<file path="src/rtl/irq_entry_pkg.sv">
package irq_entry_pkg;

    parameter int unsigned ADDR_W    = 16;
    parameter int unsigned DATA_W    = 8;
    parameter int unsigned PUSH_CNT  = 5;
    parameter int unsigned FILL_CNT  = 3;
    localparam int unsigned IDX_W    = $clog2(PUSH_CNT);
    localparam int unsigned QUEUE_W  = FILL_CNT * DATA_W;

    typedef enum logic [2:0] {
        ST_IDLE,
        ST_PUSH,
        ST_VEC_HI,
        ST_VEC_LO,
        ST_GAP,
        ST_FILL,
        ST_DONE
    } seq_state_e;

    typedef struct packed {
        seq_state_e          state;
        logic [IDX_W-1:0]    idx;
        logic [ADDR_W-1:0]   sp;
        logic [ADDR_W-1:0]   ret;
        logic [DATA_W-1:0]   xr;
        logic [DATA_W-1:0]   ar;
        logic [DATA_W-1:0]   ccr;
        logic [ADDR_W-1:0]   vec;
        logic [ADDR_W-1:0]   tgt;
        logic [QUEUE_W-1:0]  queue;
        logic                done;
    } seq_regs_t;

endpackage

</file>
<file path="src/rtl/irq_ctx_mux.sv">
module irq_ctx_mux
    import irq_entry_pkg::*;
(
    input  logic [IDX_W-1:0]   idx,
    input  logic [ADDR_W-1:0]  ret,
    input  logic [DATA_W-1:0]  xr,
    input  logic [DATA_W-1:0]  ar,
    input  logic [DATA_W-1:0]  ccr,
    output logic [DATA_W-1:0]  push_byte
);

    // Push order is behaviour: return low, return high, index, accumulator, flags.
    logic [DATA_W-1:0] slot [PUSH_CNT];

    always_comb begin
        slot[0] = ret[DATA_W-1:0];
        slot[1] = ret[ADDR_W-1:DATA_W];
        slot[2] = xr;
        slot[3] = ar;
        slot[4] = ccr;
    end

    always_comb begin
        push_byte = '0;
        for (int k = 0; k < PUSH_CNT; k++) begin
            if (idx == IDX_W'(k)) push_byte = slot[k];
        end
    end

endmodule

</file>
<file path="src/rtl/irq_bus_drv.sv">
module irq_bus_drv
    import irq_entry_pkg::*;
(
    input  seq_state_e         state,
    input  logic [IDX_W-1:0]   idx,
    input  logic [ADDR_W-1:0]  sp,
    input  logic [ADDR_W-1:0]  vec,
    input  logic [ADDR_W-1:0]  tgt,
    input  logic [DATA_W-1:0]  push_byte,
    output logic [ADDR_W-1:0]  bus_addr,
    output logic [DATA_W-1:0]  wr_data,
    output logic               rd_en,
    output logic               wr_en
);

    always_comb begin
        bus_addr = '0;
        wr_data  = '0;
        rd_en    = 1'b0;
        wr_en    = 1'b0;
        unique case (state)
            ST_PUSH: begin
                bus_addr = sp;
                wr_data  = push_byte;
                wr_en    = 1'b1;
            end
            ST_VEC_HI: begin
                bus_addr = vec;
                rd_en    = 1'b1;
            end
            ST_VEC_LO: begin
                bus_addr = vec + ADDR_W'(1);
                rd_en    = 1'b1;
            end
            ST_FILL: begin
                bus_addr = tgt + ADDR_W'(idx);
                rd_en    = 1'b1;
            end
            default: begin
                bus_addr = '0;
            end
        endcase
    end

endmodule

</file>
<file path="src/rtl/irq_fill_q.sv">
module irq_fill_q
    import irq_entry_pkg::*;
(
    input  logic               load,
    input  logic [IDX_W-1:0]   idx,
    input  logic [DATA_W-1:0]  rd_data,
    input  logic [QUEUE_W-1:0] q_in,
    output logic [QUEUE_W-1:0] q_out
);

    for (genvar g = 0; g < FILL_CNT; g++) begin : g_slot
        assign q_out[g*DATA_W +: DATA_W] =
            (load && (idx == IDX_W'(g))) ? rd_data : q_in[g*DATA_W +: DATA_W];
    end

endmodule

</file>
<file path="src/rtl/irq_entry_seq.sv">
module irq_entry_seq
    import irq_entry_pkg::*;
#(
    parameter int unsigned I_BIT = 3
) (
    input  logic               clk,
    input  logic               rst_n,
    input  logic               irq_req,
    input  logic               swi_trig,
    input  logic [15:0]        pc_ret,
    input  logic [7:0]         x_in,
    input  logic [7:0]         a_in,
    input  logic [7:0]         ccr_in,
    input  logic [15:0]        sp_in,
    input  logic [15:0]        vec_addr,
    input  logic [7:0]         rd_data,
    output logic [15:0]        bus_addr,
    output logic [7:0]         wr_data,
    output logic               rd_en,
    output logic               wr_en,
    output logic [15:0]        sp_out,
    output logic [7:0]         ccr_out,
    output logic [15:0]        pc_out,
    output logic [23:0]        queue_out,
    output logic               done
);

    localparam logic [IDX_W-1:0] PUSH_LAST = IDX_W'(PUSH_CNT - 1);
    localparam logic [IDX_W-1:0] FILL_LAST = IDX_W'(FILL_CNT - 1);

    seq_regs_t r_q;
    seq_regs_t r_d;

    logic [DATA_W-1:0]  push_byte;
    logic [QUEUE_W-1:0] q_next;
    logic               take;
    logic               seq_busy;

    irq_ctx_mux u_mux (
        .idx       (r_q.idx),
        .ret       (r_q.ret),
        .xr        (r_q.xr),
        .ar        (r_q.ar),
        .ccr       (r_q.ccr),
        .push_byte (push_byte)
    );

    irq_bus_drv u_bus (
        .state     (r_q.state),
        .idx       (r_q.idx),
        .sp        (r_q.sp),
        .vec       (r_q.vec),
        .tgt       (r_q.tgt),
        .push_byte (push_byte),
        .bus_addr  (bus_addr),
        .wr_data   (wr_data),
        .rd_en     (rd_en),
        .wr_en     (wr_en)
    );

    irq_fill_q u_fill (
        .load    (r_q.state == ST_FILL),
        .idx     (r_q.idx),
        .rd_data (rd_data),
        .q_in    (r_q.queue),
        .q_out   (q_next)
    );

    assign take     = swi_trig || (irq_req && !ccr_in[I_BIT]);
    assign seq_busy = (r_q.state != ST_IDLE);

    always_comb begin
        r_d      = r_q;
        r_d.done = 1'b0;
        unique case (r_q.state)
            ST_IDLE: begin
                if (take) begin
                    r_d.state = ST_PUSH;
                    r_d.idx   = '0;
                    r_d.sp    = sp_in;
                    r_d.ret   = pc_ret;
                    r_d.xr    = x_in;
                    r_d.ar    = a_in;
                    r_d.ccr   = ccr_in;
                    r_d.vec   = vec_addr;
                end
            end
            ST_PUSH: begin
                r_d.sp = r_q.sp - ADDR_W'(1);
                if (r_q.idx == PUSH_LAST) begin
                    r_d.ccr[I_BIT] = 1'b1;
                    r_d.idx        = '0;
                    r_d.state      = ST_VEC_HI;
                end else begin
                    r_d.idx = r_q.idx + IDX_W'(1);
                end
            end
            ST_VEC_HI: begin
                r_d.tgt[ADDR_W-1:DATA_W] = rd_data;
                r_d.state                = ST_VEC_LO;
            end
            ST_VEC_LO: begin
                r_d.tgt[DATA_W-1:0] = rd_data;
                r_d.state           = ST_GAP;
            end
            ST_GAP: begin
                r_d.idx   = '0;
                r_d.state = ST_FILL;
            end
            ST_FILL: begin
                r_d.queue = q_next;
                if (r_q.idx == FILL_LAST) begin
                    r_d.done  = 1'b1;
                    r_d.idx   = '0;
                    r_d.state = ST_DONE;
                end else begin
                    r_d.idx = r_q.idx + IDX_W'(1);
                end
            end
            ST_DONE: begin
                r_d.state = ST_IDLE;
            end
            default: begin
                r_d.state = ST_IDLE;
            end
        endcase
    end

    always_ff @(posedge clk) begin
        if (!rst_n) begin
            r_q <= '0;
        end else begin
            r_q <= r_d;
        end
    end

    assign sp_out    = r_q.sp;
    assign ccr_out   = r_q.ccr;
    assign pc_out    = r_q.tgt;
    assign queue_out = r_q.queue;
    assign done      = r_q.done;

endmodule

</file>
<file path="config.mk">
export PLATFORM = sky130hd
export DESIGN_NAME = irq_entry_seq
export DESIGN_NICKNAME = d
export VERILOG_FILES = /design/src/rtl/irq_entry_pkg.sv /design/src/rtl/irq_ctx_mux.sv /design/src/rtl/irq_bus_drv.sv /design/src/rtl/irq_fill_q.sv /design/src/rtl/irq_entry_seq.sv
export SDC_FILE = /design/constraint.sdc
export NUM_CORES = 1
export LEC_CHECK = 0
export BUFFER_PORTS_ARGS = -buffer_cell sky130_fd_sc_hd__buf_4
export CORE_MARGIN = 1
export CORE_UTILIZATION = 45
export DETAILED_ROUTE_END_ITERATION = 8
export GPL_ROUTABILITY_DRIVEN = 0
export PLACE_DENSITY_LB_ADDON = 0.2
export SYNTH_ARGS = -nofsm -noshare
export SYNTH_HDL_FRONTEND = slang
export SYNTH_SLANG_ARGS = --single-unit
</file>
<file path="constraint.sdc">
create_clock -name clk -period 4.7 [get_ports clk]
set_input_delay 0.47 -clock clk [delete_from_list [all_inputs] [get_ports clk]]
set_output_delay 0.47 -clock clk [all_outputs]
set_load 0.01 [all_outputs]
</file>
* Word-level counts from Yosys, hierarchy flattened
Index checks and enable logic that the tools add are counted.
Widths: inputs -> output; s select.
** Storage, ports and cells
- Register bits after elaboration :: 119
- Input bits :: 84
- Output and inout port bits :: 91
- Word-level logic and storage cells :: 71
** Cells by class
- $add $sub $neg :: 4
- Eq/ne operators :: 12
- Muxes and demuxes :: 20
- Reductions and logical operators :: 20
** Operators with widths (count)
- $mux 78 :: 1
- $pmux 16 s4 :: 1
- $mux 8 :: 6
- $pmux 16 s2 :: 1
- $pmux 3 s6 :: 1
- $add 16x1->16 const B :: 1
- $add 16x3->16 :: 1
- $sub 16x1->16 const B :: 1
- $reduce_and 2->1 :: 7
- $eq 3x2->1 const B :: 4
- $mux 3 :: 4
- $pmux 3 s4 :: 1
- $eq 3x3->1 const B :: 3
- $eq 3x1->1 const B :: 2
- $logic_not 3->1 :: 2
- $ne 2x2->1 const B :: 3
- $reduce_and 3->1 :: 2
- $logic_and 1x1->1 :: 4
- $mux 1 :: 4
- $reduce_bool 4->1 :: 1
- $add 3x1->3 const B :: 1
- $reduce_or 3->1 :: 1
- $pmux 1 s2 :: 1
- $reduce_bool 2->1 :: 1
- other kinds (2) :: 2

* Longest topological paths before layout
- Word-level depth :: 7
- Mapped depth :: 9
- Depth with buffers taken out :: 7

* Hierarchy
Synthesis repeated with hierarchy kept, for this count alone.
** Unflattened totals
- Cells, all modules :: 873
- Area total of the unflattened synthesis :: 6920.4 sq um
** Modules (own cells, without submodules)
- irq_entry_seq :: times used 1, cells an instance 626, area an instance 5098.6 sq um, sequential area each 2382.3 sq um
- irq_bus_drv :: times used 1, cells an instance 162, area an instance 1088.5 sq um, sequential area each 0.0 sq um
- irq_ctx_mux :: times used 1, cells an instance 56, area an instance 404.1 sq um, sequential area each 0.0 sq um
- irq_fill_q :: times used 1, cells an instance 29, area an instance 329.1 sq um, sequential area each 0.0 sq um

* Worst setup path after synthesis
No wires, ideal clock.
- Kind :: reg-to-output
- Start :: register r_q[113] (netlist name)
- End :: output port bus_addr[14]
- Arrival :: 1753 ps
- Data required time :: 4230 ps
- Setup slack :: 2477 ps
- Stages on the path, launching flop included :: 8
- Path buffers :: 0
- Cells stage by stage :: dfxtp_1 -> ha_1 -> fa_1 -> a21oi_1 -> nor3_1 -> nand3_1 -> xor2_1 -> o221ai_1
** On the way
- Longest elaborated chain between the ends :: 2
** Ends and longest elaborated chain
- start, declared :: RTL line irq_entry_seq.sv:31 : seq_regs_t r_q;
- start signal, assigned :: RTL line irq_entry_seq.sv:133 : r_q <= r_d;
- $add 16x3->16 :: RTL line irq_bus_drv.sv:36 : bus_addr = tgt + ADDR_W'(idx);
- $pmux 16 s4 :: RTL line irq_bus_drv.sv:21 : unique case (state)
- end, declared :: RTL line irq_entry_seq.sv:17 : output logic [15:0] bus_addr,
No other way between the ends.

* Worst setup path in the final report
- Start :: register r_q[116] (netlist name)
- End :: output port wr_data[4]
** On the way
- Longest elaborated chain between the ends :: 2
** Ends and longest elaborated chain
- $eq 3x1->1 :: RTL line irq_bus_drv.sv:21
- $mux 8 :: RTL line irq_bus_drv.sv:21
- end, declared :: RTL line irq_entry_seq.sv:18 : output logic [7:0] wr_data,
No other way between the ends.

==> results.md <==
* Clock root cell: sky130_fd_sc_hd__clkbuf_16
* Final Max Slew Viols at 0
* Final Net Count at approximately 1.0k
* Vias in the first global route at approximately 5.5k
* Worst min-delay path category: primary input to flop
* Post-route setup TNS at 0 ns
* Crit path max fanout at 21
* List of cells traversed by the critical path: nor2b_1, nand2b_4, inv_1, and3_1, a22oi_1, o21ai_0, buf_4
* Grt total ovfl at 0
* Clock Tree Buf Depth at 2
* Worst Setup End Kind: primary output
* Final critical-path required period at approximately 3.8 ns
* Ys Warns at 0
* Setup repair after global routing missed its margin: no
* Number of cells produced by synthesis at roughly 830
* Floorplan die height at between 100 and 150 um
* Clock slew at reported path FFs at around 0.060 ns
* Remaining number of nets flagged by the antenna check after routing at 0
* Netlist cell types at 56
* Primary flip-flop cell chosen by synthesis mapping: sky130_fd_sc_hd__dfxtp_1
* Wire length per cell at approximately 16 um
* Router iterations before antenna repair at 5
* Hpwl dp at approximately 12 mm
* Fmax at between 0.2 and 0.3 GHz
* Area growth, synth to finish at 22.39%
* Sort of element at the start of the critical path: flop
* Setup Skew at about 0.0080 ns
* Worst EP arrival at 3.34 ns
* Initial Util at 0.4595
* Post-CTS Setup Bufs at 0
* Slew @ Worst Pin at 1.080 ns
* Largest net degree at the start of global routing at 78
* Data required, critical path at around 4.2 ns
* Cell with the largest stage delay on the worst path: sky130_fd_sc_hd__nor2b_1
* Drc violations at 0
* Sinks on Clock Net at ~120
* Sequential element share of the synthesized area at 0.3750
* Number of synthesized register bits at ~120
* Share of final-layout standard cells stronger than drive strength 1 at 0.2425
* Number of buffers inserted by hold repair at cts at 0
* Number of H-tree levels at 4
* Area of the core region at 13830 um2
* Synth top area share at 0.3750
* CP Class: flop to primary output
* Area enclosed by the die boundary at between 10000 and 15000 um2
* Iteration-0 DRC Markers at 517
* Fraction of synthesis flops using an asynchronous set or reset pin at 0
* Total power consumption of the routed design at around 3000 uW
* Number of hold violations in the final report at 0
* Worst supply voltage drop on vdd at between 200 and 300 uV
* Count of inserted antenna diode cells at 0
* Clock tree from TritonCTS: built
* Row Count at 43
* Number of buffers added by the clock tree synthesis step at 17
* Initial antenna violation count at 0
* EDFF count, synth at 0
* Count of endpoints failing setup in the final report at 0
* Clock network latency to the later pin of the worst-skew pair at just over 0.4 ns
* First-pass GRT wire length at ~28 mm
* Share of the clock period used by the worst path at 0.8097
* Cell type contributing the most total cell area after synthesis: sky130_fd_sc_hd__dfxtp_1
* Syn Area/Cell at 7.618 um2
* Result of the run: complete, no violations
* Final wirelength at about 18 mm
* Post-Synthesis Cell Area at between 6000 and 7000 um2
* Routed via count at 6030
* Horizontal extent of the die at around 120 um
* Ports placed on the boundary at between 150 and 200
* Routed vias/inst at 5.442
* Buffers added on ports at 174
* Total power density per cell area at around 400 nW/um2
* Static Leakage at between 0.003 and 0.004 uW
* Count of instances resized after the clock tree is built at 0
* Combined global-route utilization of all metal layers at 0.2491
* Max incr delay on CP at 0.62 ns
* Number of fillers in the final layout at ~1.4k
* Post-Syn Nets at approximately 930
* Biggest area contributors in the synthesized netlist: sky130_fd_sc_hd__dfxtp_1 (37%), sky130_fd_sc_hd__nand2_1 (12%), sky130_fd_sc_hd__a21oi_1 (9.9%)
* Max Cap Viol at 0
* Max transition margin at 0.2803
[cells in the final DEF (no fill, tap or decap), types with 3 or more instances in the layout]
cell type                    instances
sky130_fd_sc_hd__nand2_1           195
sky130_fd_sc_hd__buf_4             179
sky130_fd_sc_hd__a21oi_1           126
sky130_fd_sc_hd__dfxtp_1           119
sky130_fd_sc_hd__nand3_1            37
sky130_fd_sc_hd__nor2_1             35
sky130_fd_sc_hd__o21ai_0            23
sky130_fd_sc_hd__a22oi_1            20
sky130_fd_sc_hd__clkbuf_16          17
sky130_fd_sc_hd__xor2_1             16
sky130_fd_sc_hd__xnor2_1            13
sky130_fd_sc_hd__inv_1              10
sky130_fd_sc_hd__nand4_1            10
sky130_fd_sc_hd__ha_1               10
sky130_fd_sc_hd__nand3b_1            9
sky130_fd_sc_hd__mux2i_1             9
sky130_fd_sc_hd__nor3_1              8
sky130_fd_sc_hd__o221ai_1            7
sky130_fd_sc_hd__nor4_1              6
sky130_fd_sc_hd__a311oi_1            6
sky130_fd_sc_hd__nor2b_1             5
sky130_fd_sc_hd__clkinvlp_4          5
sky130_fd_sc_hd__nand2b_1            4
sky130_fd_sc_hd__a211oi_1            4
sky130_fd_sc_hd__clkinv_2            4
sky130_fd_sc_hd__a31oi_1             4
sky130_fd_sc_hd__or4_1               3
[critical path: cells and delay by family, from the launching register on]
family | cells | cell delay (ns)
buffers and inverters | 2 | 0.76
flip-flops | 1 | 0.61
AO/OA/AOI/OAI | 2 | 0.26
AND/OR/NAND/NOR | 3 | 1.29
[logic make-up after synthesis]
group	share of synthesized area
muxes	0.01595
adders and majority gates	0.02284
DFF	0.3750
buffers and inverters	0.1199
AOI/OAI and AO/OA	0.1904
and+or+nand+nor	0.2359
xor gates and xnor gates	0.03998
[state kept, by name, summed over array words and instances, names as in the netlist]
name / cells
r_q: 54
sp_out: 16
queue_out: 24
pc_out: 16
ccr_out: 8
done: 1
[routing by layer]
metal | wire (um) | vias to the layer above | GRT usage
met1 | 8240 | 2803 | 0.3439
li1 | - | 2983 | -
met4 | 226 | 0 | 0.07639
met2 | 8027 | 221 | 0.3750
met3 | 1414 | 23 | 0.06840
met5 | 0 | - | 0
[area by class of cell]
type / instances / area, um2 / area share
clock inverters: 11 / 100.1 / 0.01287
flip-flops and latches: 119 / 2382 / 0.3064
clock buffers: 21 / 460.4 / 0.05921
inverters: 11 / 42.54 / 0.005471
multi-input cells: 587 / 3222 / 0.4143
well taps: 180 / 225.2 / 0.02896
repair buffers: 179 / 1344 / 0.1728
[per-stage QoR]
step                      hold WS (ns)  cells    util  setup WS [ns]  instance area [um2]
after floorplan                 0.4364    834       -          2.477                 6354
after global placement          0.4422   1076  0.5219          1.422                 7216
after detailed placement        0.4467   1076  0.5219          1.372                 7216
after CTS                       0.2877   1108  0.5624         0.9061                 7776
after global routing            0.2861   1108  0.5624         0.6418                 7776
final                           0.3012   1108  0.5624         0.8942                 7776
[cells in the mapped netlist, types with 2 or more instances]
cell type / number
sky130_fd_sc_hd__or2_2: 2
sky130_fd_sc_hd__nand2b_1: 4
sky130_fd_sc_hd__dfxtp_1: 119
sky130_fd_sc_hd__inv_1: 11
sky130_fd_sc_hd__o22ai_1: 2
sky130_fd_sc_hd__or4_1: 3
sky130_fd_sc_hd__xnor2_1: 13
sky130_fd_sc_hd__and2_1: 2
sky130_fd_sc_hd__nand3b_1: 9
sky130_fd_sc_hd__a211oi_1: 4
sky130_fd_sc_hd__nand3_1: 37
sky130_fd_sc_hd__a22oi_1: 20
sky130_fd_sc_hd__a311oi_1: 6
sky130_fd_sc_hd__ha_1: 10
sky130_fd_sc_hd__nand2_1: 195
sky130_fd_sc_hd__nor3_1: 8
sky130_fd_sc_hd__xor2_1: 16
sky130_fd_sc_hd__o21ai_0: 23
sky130_fd_sc_hd__nor4_2: 2
sky130_fd_sc_hd__a21oi_1: 126
sky130_fd_sc_hd__a31oi_1: 4
sky130_fd_sc_hd__buf_6: 3
sky130_fd_sc_hd__buf_2: 9
sky130_fd_sc_hd__nor2_1: 35
sky130_fd_sc_hd__mux2i_1: 9
sky130_fd_sc_hd__o311ai_0: 2
sky130_fd_sc_hd__buf_4: 66
sky130_fd_sc_hd__clkbuf_1: 38
sky130_fd_sc_hd__and4_1: 2
sky130_fd_sc_hd__o221ai_1: 7
sky130_fd_sc_hd__nor4_1: 6
sky130_fd_sc_hd__o21ai_1: 2
sky130_fd_sc_hd__nor2b_1: 5
sky130_fd_sc_hd__nor2_2: 2
sky130_fd_sc_hd__nand4_1: 10
sky130_fd_sc_hd__a222oi_1: 2
[power by group]
part,internal (uW),switching [uW],total [uW]
registers,1090,126,1220
logic,272,362,634
clock network,753,478,1230
[worst paths after layout]
path,start,to,slack (ns),cells past startpoint
worst min-delay path,pc_ret[0],r_q[81]$_SDFFE_PN0P_,0.30,3
worst min register to register,r_q[95]$_SDFFE_PN0P_,r_q[95]$_SDFFE_PN0P_,0.45,2
worst max-delay path,r_q[116]$_SDFFE_PN0P_,wr_data[4],0.89,7
worst max register to register,r_q[116]$_SDFFE_PN0P_,sp_out[5]$_SDFFE_PN0P_,1.72,7
No activity file was read; power rests on OpenSTA's default activity.
